==> config.mk <==
export PLATFORM = sky130hd
export DESIGN_NAME = zt_sram_core
export DESIGN_NICKNAME = d
export VERILOG_FILES = /design/src/rtl/zt_sram_pkg.sv /design/src/rtl/zt_burst_addr.sv /design/src/rtl/zt_cmd_ctrl.sv /design/src/rtl/zt_lane_store.sv /design/src/rtl/zt_sram_core.sv
export SDC_FILE = /design/constraint.sdc
export NUM_CORES = 2
export LEC_CHECK = 0
export BUFFER_PORTS_ARGS = -buffer_cell sky130_fd_sc_hd__buf_2
export CORE_UTILIZATION = 35
export CTS_BUF_LIST = sky130_fd_sc_hd__clkbuf_8
export CTS_CLUSTER_SIZE = 16
export DETAILED_ROUTE_END_ITERATION = 16
export GPL_TIMING_DRIVEN = 0
export PLACE_DENSITY = 0.52
export SLEW_MARGIN = 10
export SYNTH_ARGS = -nofsm -noshare
export SYNTH_HDL_FRONTEND = slang
export SYNTH_MEMORY_MAX_BITS = 65536
export SYNTH_SLANG_ARGS = --single-unit
==> constraint.sdc <==
create_clock -name clk -period 8 [get_ports clk]
set_clock_uncertainty 0.2 [all_clocks]
set_input_delay 0 -clock clk [delete_from_list [all_inputs] [get_ports clk]]
set_output_delay 0 -clock clk [all_outputs]
set_load 0.01 [all_outputs]
==> src/rtl/zt_sram_pkg.sv <==
package zt_sram_pkg;
   // operation class carried down the pipeline
   typedef enum logic [1:0] {
      OP_DSEL = 2'd0,
      OP_RD   = 2'd1,
      OP_WR   = 2'd2
   } zt_op_e;
endpackage

==> src/rtl/zt_burst_addr.sv <==
module zt_burst_addr #(
   parameter int BURST_W    = 2,
   parameter int ORDER_MODE = 0   // 0: pin selected, 1: linear only, 2: interleaved only
) (
   input  logic [BURST_W-1:0] start_lo,
   input  logic [BURST_W-1:0] beat,
   input  logic               ilv_sel,
   output logic [BURST_W-1:0] addr_lo
);
   generate
      if (ORDER_MODE == 1) begin : g_lin
         logic unused_sel;
         assign unused_sel = ilv_sel;
         assign addr_lo    = start_lo + beat;
      end else if (ORDER_MODE == 2) begin : g_ilv
         logic unused_sel;
         assign unused_sel = ilv_sel;
         assign addr_lo    = start_lo ^ beat;
      end else begin : g_sel
         assign addr_lo = ilv_sel ? (start_lo ^ beat) : (start_lo + beat);
      end
   endgenerate
endmodule

==> src/rtl/zt_cmd_ctrl.sv <==
module zt_cmd_ctrl
   import zt_sram_pkg::*;
#(
   parameter int ADDR_W     = 6,
   parameter int LANES      = 8,
   parameter int BURST_W    = 2,
   parameter int ORDER_MODE = 0
) (
   input  logic              clk,
   input  logic              rst_n,
   input  logic              step,
   input  logic              blocked,
   input  logic              ld_n,
   input  logic              sel,
   input  logic              rd_wr_n,
   input  logic [LANES-1:0]  lane_we_n,
   input  logic [ADDR_W-1:0] addr,
   input  logic              ilv_sel,
   output zt_op_e            s1_op,
   output logic [ADDR_W-1:0] s1_addr,
   output logic [LANES-1:0]  s1_we_n
);
   localparam int HI_W = ADDR_W - BURST_W;

   zt_op_e             cur_op;
   logic [HI_W-1:0]    base_hi;
   logic [BURST_W-1:0] start_lo;
   logic [BURST_W-1:0] beat_cnt;
   logic [BURST_W-1:0] nxt_cnt;
   logic [BURST_W-1:0] nxt_lo;
   zt_op_e             load_op;

   assign nxt_cnt = beat_cnt + BURST_W'(1);
   assign load_op = !sel ? OP_DSEL : (rd_wr_n ? OP_RD : OP_WR);

   zt_burst_addr #(.BURST_W(BURST_W), .ORDER_MODE(ORDER_MODE)) u_burst (
      .start_lo (start_lo),
      .beat     (nxt_cnt),
      .ilv_sel  (ilv_sel),
      .addr_lo  (nxt_lo)
   );

   always_ff @(posedge clk or negedge rst_n) begin
      if (!rst_n) begin
         cur_op   <= OP_DSEL;
         base_hi  <= '0;
         start_lo <= '0;
         beat_cnt <= '0;
         s1_op    <= OP_DSEL;
         s1_addr  <= '0;
         s1_we_n  <= '1;
      end else if (step) begin
         if (blocked) begin
            cur_op <= OP_DSEL;
            s1_op  <= OP_DSEL;
         end else if (!ld_n) begin
            cur_op   <= load_op;
            base_hi  <= addr[ADDR_W-1:BURST_W];
            start_lo <= addr[BURST_W-1:0];
            beat_cnt <= '0;
            s1_op    <= load_op;
            s1_addr  <= addr;
            s1_we_n  <= lane_we_n;
         end else begin
            beat_cnt <= nxt_cnt;
            s1_op    <= cur_op;
            s1_addr  <= {base_hi, nxt_lo};
            s1_we_n  <= lane_we_n;
         end
      end
   end

   AST_DSEL_ON_LOAD: assert property (@(posedge clk) disable iff (!rst_n)
      (step && !blocked && !ld_n && !sel) |=> (s1_op == OP_DSEL));
   AST_BURST_KEEPS_TYPE: assert property (@(posedge clk) disable iff (!rst_n)
      (step && !blocked && ld_n) |=> (s1_op == $past(s1_op)));
   AST_HIGH_BITS_LATCHED: assert property (@(posedge clk) disable iff (!rst_n)
      (step && !blocked && ld_n) |=> (s1_addr[ADDR_W-1:BURST_W] == $past(s1_addr[ADDR_W-1:BURST_W])));
   AST_STALL_HOLDS_CMD: assert property (@(posedge clk) disable iff (!rst_n)
      !step |=> ($stable(s1_op) && $stable(s1_addr) && $stable(s1_we_n)));
endmodule

==> src/rtl/zt_lane_store.sv <==
module zt_lane_store #(
   parameter int ADDR_W = 6,
   parameter int LANE_W = 9
) (
   input  logic              clk,
   input  logic              rst_n,
   input  logic              step,
   input  logic              wr_en,
   input  logic [ADDR_W-1:0] wr_addr,
   input  logic [LANE_W-1:0] wr_data,
   input  logic              rd_en,
   input  logic [ADDR_W-1:0] rd_addr,
   input  logic [ADDR_W-1:0] cmp_addr,
   output logic [LANE_W-1:0] lane_q
);
   localparam int DEPTH = 1 << ADDR_W;

   logic [LANE_W-1:0] arr [DEPTH];
   logic [LANE_W-1:0] raw_q;
   logic              wc_vld;
   logic [ADDR_W-1:0] wc_addr;
   logic [LANE_W-1:0] wc_data;

   // array: commit and fetch on the same active edge
   always_ff @(posedge clk) begin
      if (step) begin
         if (wr_en) arr[wr_addr] <= wr_data;
         if (rd_en) raw_q <= arr[rd_addr];
      end
   end

   // last committed lane write, used when the fetch raced it
   always_ff @(posedge clk or negedge rst_n) begin
      if (!rst_n) begin
         wc_vld  <= 1'b0;
         wc_addr <= '0;
         wc_data <= '0;
      end else if (step) begin
         wc_vld  <= wr_en;
         wc_addr <= wr_addr;
         wc_data <= wr_data;
      end
   end

   assign lane_q = (wc_vld && (wc_addr == cmp_addr)) ? wc_data : raw_q;

   AST_BYPASS_TRACKS_WRITE: assert property (@(posedge clk) disable iff (!rst_n)
      (step && wr_en) |=> (wc_vld && (wc_data == $past(wr_data))));
endmodule

==> src/rtl/zt_sram_core.sv <==
module zt_sram_core
   import zt_sram_pkg::*;
#(
   parameter int ADDR_W     = 6,
   parameter int LANES      = 8,
   parameter int LANE_W     = 9,
   parameter int BURST_W    = 2,
   parameter int ORDER_MODE = 0,
   parameter int SNOOZE_CYC = 2
) (
   input  logic                     clk,
   input  logic                     rst_n,
   input  logic                     cke_n,
   input  logic                     zz,
   input  logic                     ld_n,
   input  logic                     en0_n,
   input  logic                     en1,
   input  logic                     en2_n,
   input  logic                     rd_wr_n,
   input  logic [LANES-1:0]         lane_we_n,
   input  logic [ADDR_W-1:0]        addr,
   input  logic                     order_ilv,
   input  logic [LANES*LANE_W-1:0]  wdata,
   input  logic                     oe_n,
   output logic [LANES*LANE_W-1:0]  rdata,
   output logic                     rdata_vld
);
   localparam int DW = LANES * LANE_W;

   generate
      if (ADDR_W <= BURST_W) begin : g_chk_addr
         $error("ADDR_W must exceed BURST_W");
      end
      if (BURST_W < 1) begin : g_chk_burst
         $error("BURST_W must be at least 1");
      end
      if (LANES < 1 || LANE_W < 1) begin : g_chk_lane
         $error("LANES and LANE_W must be positive");
      end
      if (SNOOZE_CYC < 1) begin : g_chk_zz
         $error("SNOOZE_CYC must be at least 1");
      end
      if (ORDER_MODE < 0 || ORDER_MODE > 2) begin : g_chk_order
         $error("ORDER_MODE must be 0, 1 or 2");
      end
   endgenerate

   logic                  blocked;
   logic                  step;
   logic                  sel;
   logic [SNOOZE_CYC-1:0] zz_hist;

   zt_op_e                s1_op;
   logic [ADDR_W-1:0]     s1_addr;
   logic [LANES-1:0]      s1_we_n;
   zt_op_e                s2_op;
   logic [ADDR_W-1:0]     s2_addr;
   logic [LANES-1:0]      s2_we_n;
   logic                  wr_commit;

   logic [LANES-1:0][LANE_W-1:0] lane_rd;
   logic [DW-1:0]                q_r;
   logic                         vld_r;

   assign blocked   = zz | (|zz_hist);
   assign step      = !cke_n | blocked;
   assign sel       = !en0_n & en1 & !en2_n;
   assign wr_commit = step & (s2_op == OP_WR);

   zt_cmd_ctrl #(
      .ADDR_W(ADDR_W), .LANES(LANES), .BURST_W(BURST_W), .ORDER_MODE(ORDER_MODE)
   ) u_ctrl (
      .clk       (clk),
      .rst_n     (rst_n),
      .step      (step),
      .blocked   (blocked),
      .ld_n      (ld_n),
      .sel       (sel),
      .rd_wr_n   (rd_wr_n),
      .lane_we_n (lane_we_n),
      .addr      (addr),
      .ilv_sel   (order_ilv),
      .s1_op     (s1_op),
      .s1_addr   (s1_addr),
      .s1_we_n   (s1_we_n)
   );

   generate
      for (genvar i = 0; i < LANES; i++) begin : g_lane
         zt_lane_store #(.ADDR_W(ADDR_W), .LANE_W(LANE_W)) u_lane (
            .clk      (clk),
            .rst_n    (rst_n),
            .step     (step),
            .wr_en    (wr_commit & !s2_we_n[i]),
            .wr_addr  (s2_addr),
            .wr_data  (wdata[i*LANE_W +: LANE_W]),
            .rd_en    (s1_op == OP_RD),
            .rd_addr  (s1_addr),
            .cmp_addr (s2_addr),
            .lane_q   (lane_rd[i])
         );
      end
   endgenerate

   // snooze history runs on every edge, independent of the clock enable
   always_ff @(posedge clk or negedge rst_n) begin
      if (!rst_n) zz_hist <= '0;
      else        zz_hist <= (zz_hist << 1) | SNOOZE_CYC'(zz);
   end

   always_ff @(posedge clk or negedge rst_n) begin
      if (!rst_n) begin
         s2_op   <= OP_DSEL;
         s2_addr <= '0;
         s2_we_n <= '1;
         q_r     <= '0;
         vld_r   <= 1'b0;
      end else if (step) begin
         s2_op   <= s1_op;
         s2_addr <= s1_addr;
         s2_we_n <= s1_we_n;
         if (blocked) begin
            vld_r <= 1'b0;
         end else begin
            vld_r <= (s2_op == OP_RD);
            if (s2_op == OP_RD) q_r <= lane_rd;
         end
      end
   end

   assign rdata     = oe_n ? '0 : q_r;
   assign rdata_vld = vld_r;

   AST_VLD_FROM_READ: assert property (@(posedge clk) disable iff (!rst_n)
      $rose(rdata_vld) |-> ($past(s2_op) == OP_RD));
   AST_SNOOZE_QUIET: assert property (@(posedge clk) disable iff (!rst_n)
      zz |=> !rdata_vld);
   AST_STALL_HOLDS_OUT: assert property (@(posedge clk) disable iff (!rst_n)
      (cke_n && !blocked) |=> ($stable(rdata_vld) && $stable(q_r) && $stable(s2_op)));
endmodule

=== Word level (Yosys, flattened, before mapping) ===
Memory sizes are Yosys's and may differ from the RTL's. A register that Yosys moved wholly into a read port is not among the register bits.
Cells that the tools add are included.

* Add/subtract/negate cells: 2
* Equality and inequality tests: 5
* Multiplexer cells: 41
* Bitwise gates (word level): 17
* Reductions and logical operators: 25

{| class="wikitable"
|+ Operator list
! cell !! number
|-
| $mux W72 || 1
|-
| $mux W9 || 8
|-
| $mux W1 || 25
|-
| $mux W2 || 6
|-
| $and A1 B1 Y1 || 11
|-
| $logic_not A1 Y1 || 11
|-
| $logic_and A1 B1 Y1 || 8
|-
| $eq A6 B6 Y1 || 1
|-
| $mux W6 || 1
|-
| $reduce_and A2 Y1 || 3
|-
| $reduce_and A3 Y1 || 2
|-
| $eq A2 B1 Y1 const B || 2
|-
| $add A2 B1 Y2 const B || 1
|-
| $add A2 B2 Y2 || 1
|-
| $eq A2 B2 Y1 const B || 1
|-
| $ne A2 B1 Y1 const B || 1
|-
| $not A1 Y1 || 2
|-
| $or A1 B1 Y1 || 2
|-
| $or A2 B1 Y2 || 1
|-
| $reduce_or A2 Y1 || 1
|-
| $xor A2 B2 Y2 || 1
|}

* Bits in registers: 201
* Memory bits (writable): 4,608
* Input bits: 97
* Output and inout port bits: 73
* Memories: 8

{| class="wikitable"
|+ Memory list
! memory !! depth !! bits a word !! read ports !! clocked after memory_dff !! wr ports !! RTL line !! text
|-
| g_lane[0].u_lane.arr || 64 || 9 || 1 || 1 || 1 || zt_lane_store.sv:18 || <nowiki>logic [LANE_W-1:0] arr [DEPTH];</nowiki>
|-
| g_lane[1].u_lane.arr || 64 || 9 || 1 || 1 || 1 || zt_lane_store.sv:18 ||
|-
| g_lane[2].u_lane.arr || 64 || 9 || 1 || 1 || 1 || zt_lane_store.sv:18 ||
|-
| g_lane[3].u_lane.arr || 64 || 9 || 1 || 1 || 1 || zt_lane_store.sv:18 ||
|-
| g_lane[4].u_lane.arr || 64 || 9 || 1 || 1 || 1 || zt_lane_store.sv:18 ||
|-
| g_lane[5].u_lane.arr || 64 || 9 || 1 || 1 || 1 || zt_lane_store.sv:18 ||
|-
| +2 memories || -- || -- || -- || -- || -- || -- ||
|}

=== Depth between registers and ports, before layout ===
* Depth in word-level cells: 8
* Depth in mapped cells: 10
* Depth with buffers taken out: 7

=== Hierarchy ===
From an unflattened synthesis, not the netlist that was laid out.

* Cell total of the unflattened synthesis: 9,410
* Area, all modules: 192,921.3 µm²

{| class="wikitable"
|+ Modules (own cells, without submodules)
! module !! times used !! cells an instance !! area each (µm²) !! seq. area each (µm²)
|-
| zt_lane_store || 8 || 1,130 || 23,441.2 || 17,967.2
|-
| zt_sram_core || 1 || 286 || 4,290.4 || 2,287.2
|-
| zt_cmd_ctrl || 1 || 79 || 1,061.0 || 610.6
|-
| zt_burst_addr || 1 || 5 || 40.0 || 0.0
|}

=== Worst setup path before layout ===
No wires, ideal clock.

* Path type: reg-to-reg
* Start point: register zz_hist[0]
* End point: register g_lane[0].u_lane.raw_q[0] (read register of g_lane[0].u_lane.arr), enable pin
* Library setup time: 0.606 ns
* Arrival time: 6.389 ns
* Data required time: 7.194 ns
* Path slack: 0.806 ns
* Cell stages (with the launch flop): 7
* Clock period less this slack: 7.194 ns
* Cell sequence: dfrtp_1 > nor3_1 > and2_1 > buf_2 > clkbuf_1 > clkbuf_1 > nor3b_1

* Cells in the longest elaborated chain, start to end: 4

{| class="wikitable"
|+ Ends and longest elaborated chain
! item !! RTL line !! text
|-
| start, declared || zt_sram_core.sv:51 || <nowiki>logic [SNOOZE_CYC-1:0] zz_hist;</nowiki>
|-
| start signal, assigned || zt_sram_core.sv:108 || <nowiki>else zz_hist <= (zz_hist << 1) | SNOOZE_CYC'(zz);</nowiki>
|-
| $reduce_or A2 Y1 || zt_sram_core.sv:65 || <nowiki>assign blocked = zz | (|zz_hist);</nowiki>
|-
| $or A1 B1 Y1 || zt_sram_core.sv:65 ||
|-
| $or A1 B1 Y1 || zt_sram_core.sv:66 || <nowiki>assign step = !cke_n | blocked;</nowiki>
|-
| $reduce_and A2 Y1 (no source line) || -- ||
|-
| end, declared || zt_lane_store.sv:19 || <nowiki>logic [LANE_W-1:0] raw_q;</nowiki>
|}

No other way between the ends.
A chain may end at the register's enable or synchronous reset.

==> flow_metrics.py <==
metrics = {
    "status": {
        "outcome": "complete, but fails checks",
        "violations": "max-capacitance violations, max-slew violations",
    },
    "worst_setup_path": {
        "reg2reg_depth": 8,
        "slowest_delay_ns": 1.03,
        "reg2reg_from": "u_ctrl.s1_addr[3]$_DFFE_PN0P_",
        "cp-end-kind": "flop",
        "cp_common_cell": "buf_2",
        "critical_path_class": "reg2reg",
        "rrSetupSlack_ns": 2.56,
        "cp-startpoint": "u_ctrl.s1_addr[3]$_DFFE_PN0P_",
        "cp_max_fo": 10,
        "crit_path_top_delay_cell": "nor4_1",
        "required_ns": 8.93,
        "critPathCapture": "g_lane[7].u_lane.raw_q[5]$_DFFE_PP_",
        "cp-start-kind": "flop",
        "worstPathCellList": "buf_2 -> or3b_2 -> clkbuf_1 -> buf_2 -> buf_2 -> o22ai_1 -> nor4_1 -> a2bb2oi_1",
        "crit_arrival_ns": 6.37,
        "r2r_end": "g_lane[7].u_lane.raw_q[5]$_DFFE_PP_",
    },
    "route": {
        "wirelength_mm": 729.2,
        "drc_errors": 0,
        "via_per_inst": 5.826,
        "drt_pass1_iterations": 6,
        "antenna_left": 0,
        "vias": 106200,
        "drtIter0Drc": 17170,
        "wl_per_cell_microns": 40.01,
    },
    "global_routing": {
        "grtUsageTotal_pct": 26.34,
        "grt_overflow": 0,
        "grt_start_max_net_pins": 82,
        "grt_pass1_vias": 103200,
        "grt_first_pass_wirelength_mm": 945.2,
        "antenna_found_initial": 101,
    },
    "logic_synthesis": {
        "synthCells": 9073,
        "yosys.area_share.simple_pct": 3.001,
        "async_flop_share_pct": 4.118,
        "synth_compound_area_share_pct": 3.039,
        "ys_seq_area_share_pct": 77.56,
        "syn_area_sq_mm": 0.1877,
        "yosys_warnings": 0,
        "synth.area.mux_share_pct": 14.85,
        "synth.most_common_cell": "edfxtp_1",
        "netlist_top_cells_count": "edfxtp_1, mux4_2, nor2_1",
        "netlist.area_leader.share_pct": 74.87,
        "synth_top_family_by_area": "multiplexers",
        "yosysUniqueCellTypes": 57,
        "synth_fa_ha_area_share_pct": 0.006666,
        "synth_xor_area_share_pct": 0.04200,
        "syn-num-nets": 9171,
        "synthFlopType": "edfxtp_1",
        "syn_area_per_cell_sq_um": 20.69,
        "netlist.top_cell.by_area": "edfxtp_1",
        "synth_edf_count": 4680,
        "ys_ff_latch": 4881,
        "synthTopCellsByArea": "edfxtp_1, mux4_2, dfrtp_1",
    },
    "sta": {
        "maxSlewViolCount": 2,
        "setup_viol": 0,
        "hold_violations": 0,
        "rsz0062_at_grt": "no",
        "fin_crit_sh_pct": 67.94,
        "hold_ws_ns": 0.02866,
        "clock.fmax_ghz": 0.1840,
        "period_needed_ns": 5.436,
        "tightest_slew_ns": 1.576,
        "maxSlewHeadroom_pct": -6.036,
    },
    "clock_tree": {
        "htree_levels": 6,
        "clk_latency_ns": 1.40,
        "post_cts_buffers": 0,
        "cts_root_buf": "clkbuf_8",
        "numCtsBuffers": 776,
        "path_clk_slew_ns": 0.07,
        "cts_resized": 0,
        "clock-sinks": 4881,
        "cts_tree": "yes",
        "clock_path_buffers": 4,
    },
    "power": {
        "clockPowerShare_pct": 32.1,
        "power_switching_mw": 20.21,
        "comb_power_share_pct": 22.8,
        "p_int_mw": 42.31,
        "power_density_mw_per_mm2": 286.9,
        "p_seq_share_pct": 45.1,
        "max-vdd-ir-drop_mv": 0.2242,
        "p_leak_nw": 69.57,
        "swShare_pct": 32.33,
    },
    "die": {
        "die_h_microns": 734.3,
        "die_area_sq_mm": 0.5392,
        "start_util_pct": 35.18,
        "die_x_microns": 734.3,
        "io_pins": 170,
        "rows": 268,
        "core-area_sq_mm": 0.5335,
    },
    "min_path": {
        "min_path_type": "in2reg",
        "hold_start": "wdata[17]",
    },
    "layout": {
        "drive_gt1_share_pct": 26.67,
        "syn2layout_area_growth_pct": 16.09,
        "layout.cells.non_filler": 18230,
        "post-route-util_pct": 40.85,
        "fin_nets": 10510,
        "fillers": 47470,
        "final_cell_area_sq_mm": 0.2179,
    },
    "placement": {
        "hpwl_mm": 500.1,
        "placed_cell_area_sq_mm": 0.1995,
        "port_buffers": 168,
        "place_inst": 16490,
        "gp_congestion": 0.9384,
    },
    "run": {
        "cap_viol_max_count": 2,
    },
}
## per-layer routing
layer  routed length [microns]  vias to the layer above  global-route usage [%]
met4                     34420                       32                   11.18
met3                     94930                     1463                   9.050
li1                          -                    40330                       -
met1                    270100                    57000                   34.09
met5                       208                        -                       0
met2                    329500                     7368                   40.52
## how the worst min path moves through the flow
stage / to / slack, ns / cells after the start
global placement: zz_hist[0]$_DFF_PN0_ / -0.06 / 1
finish: g_lane[1].u_lane.wc_data[8]$_DFFE_PN0N_ / 0.03 / 4
detailed placement: q_r[16]$_DFFE_PN0P_ / -0.28 / 1
floorplan: g_lane[0].u_lane.wc_data[0]$_DFFE_PN0N_ / -0.50 / 0
global route: g_lane[1].u_lane.wc_data[8]$_DFFE_PN0N_ / 0.06 / 4
CTS: g_lane[4].u_lane.arr[12][6]$_DFFE_PP_ / 0.001 / 4
## layout make-up
cell class | count | area [sq um] | area share (%)
flip-flops and latches | 4881 | 145600 | 66.81
multi-input cells | 3631 | 39800 | 18.27
clock buffers | 806 | 11090 | 5.091
well taps | 7155 | 8952 | 4.108
repair buffers | 564 | 6479 | 2.973
clock inverters | 582 | 2950 | 1.354
plain buffers | 558 | 2920 | 1.340
diodes | 46 | 115.1 | 0.05283
inverters | 3 | 11.26 | 0.005168
## worst max-delay path, delay by kind of cell, from the launching register on
kind / cells / cell delay (ns)
AND/OR/NAND/NOR: 2 / 1.25
buffers and inverters: 4 / 2.50
flip-flops: 1 / 0.58
AO/OA/AOI/OAI: 2 / 0.61
## registers in the layout (all words and copies together), names as in the netlist, 4 cells and up
name                   count
g_lane.u_lane.arr       4608
g_lane.u_lane.raw_q       72
g_lane.u_lane.wc_data     72
q_r                       72
g_lane.u_lane.wc_vld       8
s2_we_n                    8
u_ctrl.s1_we_n             8
g_lane.u_lane.wc_addr      6
s2_addr                    6
u_ctrl.s1_addr             6
u_ctrl.base_hi             4
## kinds of logic after synthesis
kind of cell             after synthesis
adder cells (fa/ha/maj)                1
AO/OA/AOI/OAI                        841
buffers and inverters                561
multiplexers                        1458
XOR/XNOR                               9
AND/OR/NAND/NOR                     1322
flip-flops                          4881
## through the flow
step | TNS (ns) | total power [mW] | worst slack, ns
6_report | 0 | 62.52 | 2.564
3_5_place_dp | 0 | 42.35 | 2.791
5_1_grt | 0 | 63.59 | 2.737
4_1_cts | 0 | 62.18 | 2.741
3_3_place_gp | -215.61 | 41.85 | -3.005
2_1_floorplan | 0 | 34.92 | 0.8057
## what timing repair did
action                      CTS  global route
setup endpoints to repair     0             0
hold buffers                299             0
hold endpoints to repair   4937             0
## placed cells by master, fill, tap and decap left out, drive strengths merged, types with 46 or more instances in the layout
master and n:
clkbuf 1073, clkinv 262, a211oi 77, o21ai 58, mux4 1043, buf 624, nor4 61, mux2 179
dfrtp 185, mux2i 236, nand2 330, o221ai 68, nor2 711, dlygate4sd3 231, edfxtp 4680, o22ai 299
a21oi 123, inv 305, a22oi 52, nor2b 115, nand3 50, diode 46
## power groups by stage
| stage | clock network [mW] | registers [mW] | logic, mW |
|---|---|---|---|
| after floorplan | 0 | 28.7 | 6.20 |
| after global placement | 0 | 28.8 | 13.1 |
| after detailed placement | 0 | 28.8 | 13.6 |
| after CTS | 20.1 | 28.2 | 13.9 |
| after global routing | 21.1 | 28.2 | 14.3 |
| final | 20.0 | 28.2 | 14.3 |
Power figures use the tool's default switching activity.
